--- src/rtl/xmon_pkg.sv ---
package xmon_pkg;
  typedef enum logic [1:0] {
    OP_LDEX  = 2'd0,
    OP_STEX  = 2'd1,
    OP_STORE = 2'd2,
    OP_NONE  = 2'd3
  } xmon_op_e;
endpackage

--- src/rtl/xmon_agen.sv ---
// Effective address: base plus an immediate, sign- or zero-extended by parameter.
module xmon_agen #(
  parameter int AW            = 32,
  parameter int OW            = 12,
  parameter bit OFFSET_SIGNED = 1'b1
) (
  input  logic [AW-1:0] base,
  input  logic [OW-1:0] offset,
  output logic [AW-1:0] addr,
  output logic [AW-3:0] word
);
  localparam int EXT = AW - OW;
  logic [AW-1:0] off_ext;

  generate
    if (OFFSET_SIGNED) begin : g_sext
      assign off_ext = {{EXT{offset[OW-1]}}, offset};
    end else begin : g_zext
      assign off_ext = {{EXT{1'b0}}, offset};
    end
  endgenerate

  assign addr = base + off_ext;
  assign word = addr[AW-1:2];
endmodule

--- src/rtl/xmon_snoop.sv ---
// Compares every snoop port against the held tag and the request word.
module xmon_snoop #(
  parameter int AW      = 32,
  parameter int N_SNOOP = 2
) (
  input  logic [N_SNOOP-1:0]    snoop_valid,
  input  logic [N_SNOOP*AW-1:0] snoop_addr,
  input  logic [AW-3:0]         tag,
  input  logic [AW-3:0]         req_word,
  output logic                  hit_tag,
  output logic                  hit_req
);
  logic [N_SNOOP-1:0] m_tag;
  logic [N_SNOOP-1:0] m_req;
  logic [N_SNOOP-1:0] unused_low;

  generate
    for (genvar i = 0; i < N_SNOOP; i++) begin : g_port
      logic [AW-3:0] sw;
      assign sw         = snoop_addr[i*AW+2 +: AW-2];
      assign unused_low[i] = ^snoop_addr[i*AW +: 2];
      assign m_tag[i]   = snoop_valid[i] && (sw == tag);
      assign m_req[i]   = snoop_valid[i] && (sw == req_word);
    end
  endgenerate

  assign hit_tag = |m_tag;
  assign hit_req = |m_req;
endmodule

--- src/rtl/xmon_entry.sv ---
// The single reservation: valid bit, word tag and exclusive flag.
module xmon_entry
  import xmon_pkg::*;
#(
  parameter int AW = 32
) (
  input  logic          clk,
  input  logic          rst_n,
  input  logic          req_valid,
  input  xmon_op_e      op,
  input  logic [AW-3:0] req_word,
  input  logic          snp_hit_tag,
  input  logic          snp_hit_req,
  output logic [AW-3:0] tag,
  output logic          stex_ok
);
  logic ent_valid;
  logic ent_flag;
  logic tag_match;

  assign tag_match = (req_word == tag);
  assign stex_ok   = ent_valid && ent_flag && tag_match && !snp_hit_req;

  always_ff @(posedge clk) begin
    if (!rst_n) begin
      ent_valid <= 1'b0;
      ent_flag  <= 1'b0;
      tag       <= '0;
    end else begin
      if (snp_hit_tag) ent_flag <= 1'b0;
      if (req_valid) begin
        unique case (op)
          OP_LDEX: begin
            ent_valid <= 1'b1;
            tag       <= req_word;
            ent_flag  <= !snp_hit_req;
          end
          OP_STEX: begin
            ent_valid <= 1'b0;
            ent_flag  <= 1'b0;
          end
          OP_STORE: begin
            if (tag_match) ent_flag <= 1'b0;
          end
          default: ;
        endcase
      end
    end
  end
endmodule

--- src/rtl/xmon_outreg.sv ---
// Registered memory write port and store-exclusive result.
module xmon_outreg
  import xmon_pkg::*;
#(
  parameter int AW = 32,
  parameter int DW = 32
) (
  input  logic          clk,
  input  logic          rst_n,
  input  logic          req_valid,
  input  xmon_op_e      op,
  input  logic [AW-1:0] addr,
  input  logic [DW-1:0] wdata,
  input  logic          stex_ok,
  output logic          wr_valid,
  output logic [AW-1:0] wr_addr,
  output logic [DW-1:0] wr_data,
  output logic          res_valid,
  output logic [DW-1:0] res_data
);
  logic do_write;
  logic do_result;

  assign do_result = req_valid && (op == OP_STEX);
  assign do_write  = req_valid && ((op == OP_STORE) || (do_result && stex_ok));

  always_ff @(posedge clk) begin
    if (!rst_n) begin
      wr_valid  <= 1'b0;
      wr_addr   <= '0;
      wr_data   <= '0;
      res_valid <= 1'b0;
      res_data  <= '0;
    end else begin
      wr_valid  <= do_write;
      wr_addr   <= do_write ? addr : '0;
      wr_data   <= do_write ? wdata : '0;
      res_valid <= do_result;
      res_data  <= (do_result && stex_ok) ? DW'(1) : '0;
    end
  end
endmodule

--- src/rtl/xmon.sv ---
module xmon
  import xmon_pkg::*;
#(
  parameter int AW            = 32,
  parameter int DW            = 32,
  parameter int OW            = 12,
  parameter int N_SNOOP       = 2,
  parameter bit OFFSET_SIGNED = 1'b1
) (
  input  logic                  clk,
  input  logic                  rst_n,
  input  logic                  req_valid,
  input  logic [1:0]            req_op,
  input  logic [AW-1:0]         req_base,
  input  logic [OW-1:0]         req_offset,
  input  logic [DW-1:0]         req_wdata,
  input  logic [N_SNOOP-1:0]    snoop_valid,
  input  logic [N_SNOOP*AW-1:0] snoop_addr,
  output logic                  wr_valid,
  output logic [AW-1:0]         wr_addr,
  output logic [DW-1:0]         wr_data,
  output logic                  res_valid,
  output logic [DW-1:0]         res_data
);
  xmon_op_e      op;
  logic [AW-1:0] addr;
  logic [AW-3:0] word;
  logic [AW-3:0] tag;
  logic          hit_tag;
  logic          hit_req;
  logic          stex_ok;

  assign op = xmon_op_e'(req_op);

  xmon_agen #(.AW(AW), .OW(OW), .OFFSET_SIGNED(OFFSET_SIGNED)) u_agen (
    .base(req_base), .offset(req_offset), .addr(addr), .word(word)
  );

  xmon_snoop #(.AW(AW), .N_SNOOP(N_SNOOP)) u_snoop (
    .snoop_valid(snoop_valid), .snoop_addr(snoop_addr), .tag(tag),
    .req_word(word), .hit_tag(hit_tag), .hit_req(hit_req)
  );

  xmon_entry #(.AW(AW)) u_entry (
    .clk(clk), .rst_n(rst_n), .req_valid(req_valid), .op(op), .req_word(word),
    .snp_hit_tag(hit_tag), .snp_hit_req(hit_req), .tag(tag), .stex_ok(stex_ok)
  );

  xmon_outreg #(.AW(AW), .DW(DW)) u_out (
    .clk(clk), .rst_n(rst_n), .req_valid(req_valid), .op(op), .addr(addr),
    .wdata(req_wdata), .stex_ok(stex_ok), .wr_valid(wr_valid), .wr_addr(wr_addr),
    .wr_data(wr_data), .res_valid(res_valid), .res_data(res_data)
  );
endmodule

--- config.mk ---
export PLATFORM = sky130hd
export DESIGN_NAME = xmon
export DESIGN_NICKNAME = d
export VERILOG_FILES = /design/src/rtl/xmon_pkg.sv /design/src/rtl/xmon_agen.sv /design/src/rtl/xmon_snoop.sv /design/src/rtl/xmon_entry.sv /design/src/rtl/xmon_outreg.sv /design/src/rtl/xmon.sv
export SDC_FILE = /design/constraint.sdc
export NUM_CORES = 1
export LEC_CHECK = 0
export ABC_AREA = 1
export CORE_MARGIN = 4
export CORE_UTILIZATION = 45
export CTS_CLUSTER_DIAMETER = 40
export DETAILED_ROUTE_END_ITERATION = 10
export PLACE_DENSITY = 0.75
export SYNTH_ARGS = -nofsm -noshare
export SYNTH_HDL_FRONTEND = slang
export SYNTH_HIERARCHICAL = 1
export SYNTH_SLANG_ARGS = --single-unit
--- constraint.sdc ---
create_clock -name clk -period 9.1 [get_ports clk]
set_clock_uncertainty 0.15 [all_clocks]
set_input_delay 0.91 -clock clk [delete_from_list [all_inputs] [get_ports clk]]
set_output_delay 0.91 -clock clk [all_outputs]
set_load 0.05 [all_outputs]
==> flow_summary.yaml <==
cells_and_area:
  final_cells: 1978
  syn2layout_area_growth_pct: 25.0
  fin_nets: 1887
  layout_common_cells: "nand2_1 (549), inv_1 (332), clkdlybuf4s50_1 (209)"
  fin_util: 0.576
  drive_gt1_frac: 0.0677
  final_common_cell: "nand2_1"
  num_antenna_cells: 0
worst_hold_path:
  hold_depth: 2
  hold_class: "register to register"
  holdPathEnd: "u_entry/ent_valid"
  min_from: "u_entry/ent_valid"
power_and_ir_drop:
  clkPwrFrac: 0.271
  power_switching_mw: 0.599
  internal-power_mw: 0.862
  p_leak_nw: 6.07
  power.density_nw_per_um2: 129
  pwr-share-seq: 0.316
  swShare: 0.410
  vdd_ir_drop_max_uv: 89.3
  p_comb_frac: 0.413
cts:
  cts.sinks: 99
  ctsRootBufferMaster: "clkbuf_16"
  cts_setup_buffers: 0
  htree_levels: 3
  cts_tree: "yes"
  cts_hold_buf: 0
  clock_latency_ns: 0.36
  cts_buffer_depth: 2
  cts_made_buffers: 9
  cts_resized: 0
  clk_pin_slew_ns: 0.08
yosys:
  ys_types: 32
  synth-seq-cells: 99
  syn_inst: 1532
  syn-mean-instance-area_um2: 5.89
  yosys_warnings: 6
  seq_area_frac_synth: 0.220
  netlist_area_um2: 9020
grt:
  overflow: 0
  grt_pass1_wl_mm: 41.0
  grt_antenna_before_repair: 0
  grt_pass1_vias: 8246
  grt_max_degree: 66
  track_usage: 0.233
route:
  wl_per_cell_um: 13.6
  drt-initial-drc-count: 735
  drt-pass1-iter-count: 6
  drc_errors: 0
  wirelength_mm: 26.9
  vias: 9068
  final_antenna_net_count: 0
  vias_per_cell: 4.58
timing:
  finalSetupViolations: 0
  rsz0062_at_grt: "false"
  period_minus_slack_ns: 5.63
  finalSetupTns_ns: 0
  max_clock_freq_mhz: 178
  tightest_slew_ns: 0.970
  fin_crit_sh: 0.619
  drv_slew: 0
  max_slew_margin: 0.353
  fin_ws_ns: 3.47
  hold_viol_final: 0
placement:
  numPortBuffers: 209
  dp_slack_ns: 3.18
  place_inst: 1962
  dp_hpwl_mm: 22.4
  gp_congestion: 1.02
die:
  initial_core_util: 0.461
  ioPinCount: 245
  core_area_um2: 19600
  rows: 51
  die_w_um: 150
  die_h_um: 150
  die_area_um2: 22400
worst_setup_path:
  worst_setup_path_start_kind: "primary input"
  cp_max_fo: 65
  worstPathRequired_ns: 9.16
  crit_top_cell: "nand2_1"
  end_kind: "register"
  r2r_slack_ns: 6.51
  crit_buf_inv: 4
  r2r-start: "u_entry/tag[0]"
  r2r-end: "u_out/wr_addr[25]"
  cpMaxStageDelayCell: "clkdlybuf4s50_1"
  reg2reg_depth: 13
  worst_ep_arrival_time_ns: 5.69
  cp_top_family: "simple AND/OR/NAND/NOR gates"
  worst-setup-path-type: "primary input to register"
  max_stage_delay_ns: 1.02
status:
  status: "completed"
flow_run:
  cap_violations: 0
-- tightest hold or removal path: stages (launching register included) --
cell and delay, ns:
dfxtp_1 0.32, nand2_1 0.08, a21boi_2 0.05
-- metal layers --
layer | global-route usage | wire (um) | up-vias
met5 | 0 | 0 | -
met4 | 0.0773 | 794 | 0
met3 | 0.0279 | 1850 | 40
met2 | 0.398 | 12900 | 317
met1 | 0.304 | 11400 | 4036
li1 | - | - | 4675
-- cells by family (layout without fill, tap and decap cells) --
logic type,after synthesis,in the layout,share of synthesized area
flops,99,99,0.220
fa+ha+maj,32,32,0.0452
simple gates,832,832,0.406
xor+xnor,78,78,0.0757
buf+inv,426,577,0.215
other cells,1,31,0.000416
compound gates,64,64,0.0381
-- synth_stat cells --
master / count / area (um2)
nand2_1: 549 / 2060
inv_1: 332 / 1250
nor2_1: 159 / 597
dfxtp_1: 99 / 1980
buf_4: 61 / 458
xnor2_1: 56 / 490
nor2_4: 50 / 563
ha_1: 31 / 388
o21ai_0: 31 / 155
nand3_1: 30 / 150
a21oi_1: 26 / 130
xor2_1: 22 / 193
nand2_2: 18 / 113
inv_2: 15 / 56.3
nand4_1: 11 / 68.8
buf_12: 5 / 100
buf_2: 5 / 25.0
nand3_2: 4 / 40.0
nor2_2: 4 / 25.0
nor3_1: 4 / 20.0
buf_6: 3 / 33.8
clkbuf_1: 3 / 11.3
a21oi_2: 2 / 17.5
clkinv_1: 2 / 7.51
nor3_2: 2 / 20.0
o21bai_1: 2 / 15.0
a21boi_2: 1 / 11.3
a21o_1: 1 / 7.51
conb_1: 1 / 3.75
fa_1: 1 / 20.0
o211ai_1: 1 / 7.51
or2_4: 1 / 8.76
-- state kept, by name, summed over array words and instances, names as in the netlist --
| signal | cells |
|---|---|
| u_out/wr_addr | 32 |
| u_out/wr_data | 32 |
| u_entry/tag | 30 |
| u_entry/ent_flag | 1 |
| u_entry/ent_valid | 1 |
| u_out/res_data | 1 |
| u_out/res_valid | 1 |
| u_out/wr_valid | 1 |
-- area by class of cell --
type	instances	area [um2]
Tap cell	265	332
Fill cell	2019	8310
Clock inverter	7	88.8
Multi-Input combinational cell	1037	5230
Timing Repair Buffer	212	2110
Sequential cell	99	1980
Clock buffer	9	225
Inverter	349	1310
-- how the worst max path moves through the flow --
stage	startpoint	to	slack, ns	cells after the start
after floorplan	req_offset[0]	u_out/wr_valid	5.22	31
after global routing	req_offset[11]	u_out/wr_addr[24]	3.04	28
final	req_offset[11]	u_out/wr_addr[25]	3.47	26
after detailed placement	req_offset[11]	u_out/wr_addr[25]	3.18	26
after CTS	req_offset[11]	u_out/wr_addr[25]	3.55	26
after global placement	req_offset[11]	u_out/wr_addr[25]	3.23	28
-- power groups by stage --
stage                     Sequential [mW]  Clock (mW)  Combinational [mW]
after floorplan                     0.489           0               0.430
after global placement              0.471           0               0.587
after detailed placement            0.471           0               0.595
after CTS                           0.461       0.406               0.598
after global routing                0.463       0.425               0.663
final                               0.462       0.396               0.604
-- per-stage QoR --
stage / power [mW] / area, um2 / hold WS (ns)
CTS: 1.46 / 11300 / 0.338
floorplan: 0.919 / 9140 / 0.305
finish: 1.46 / 11300 / 0.341
global route: 1.55 / 11300 / 0.350
global placement: 1.06 / 11000 / 0.316
detailed placement: 1.07 / 11000 / 0.327
Note: power is estimated with default switching activity, not from simulation.
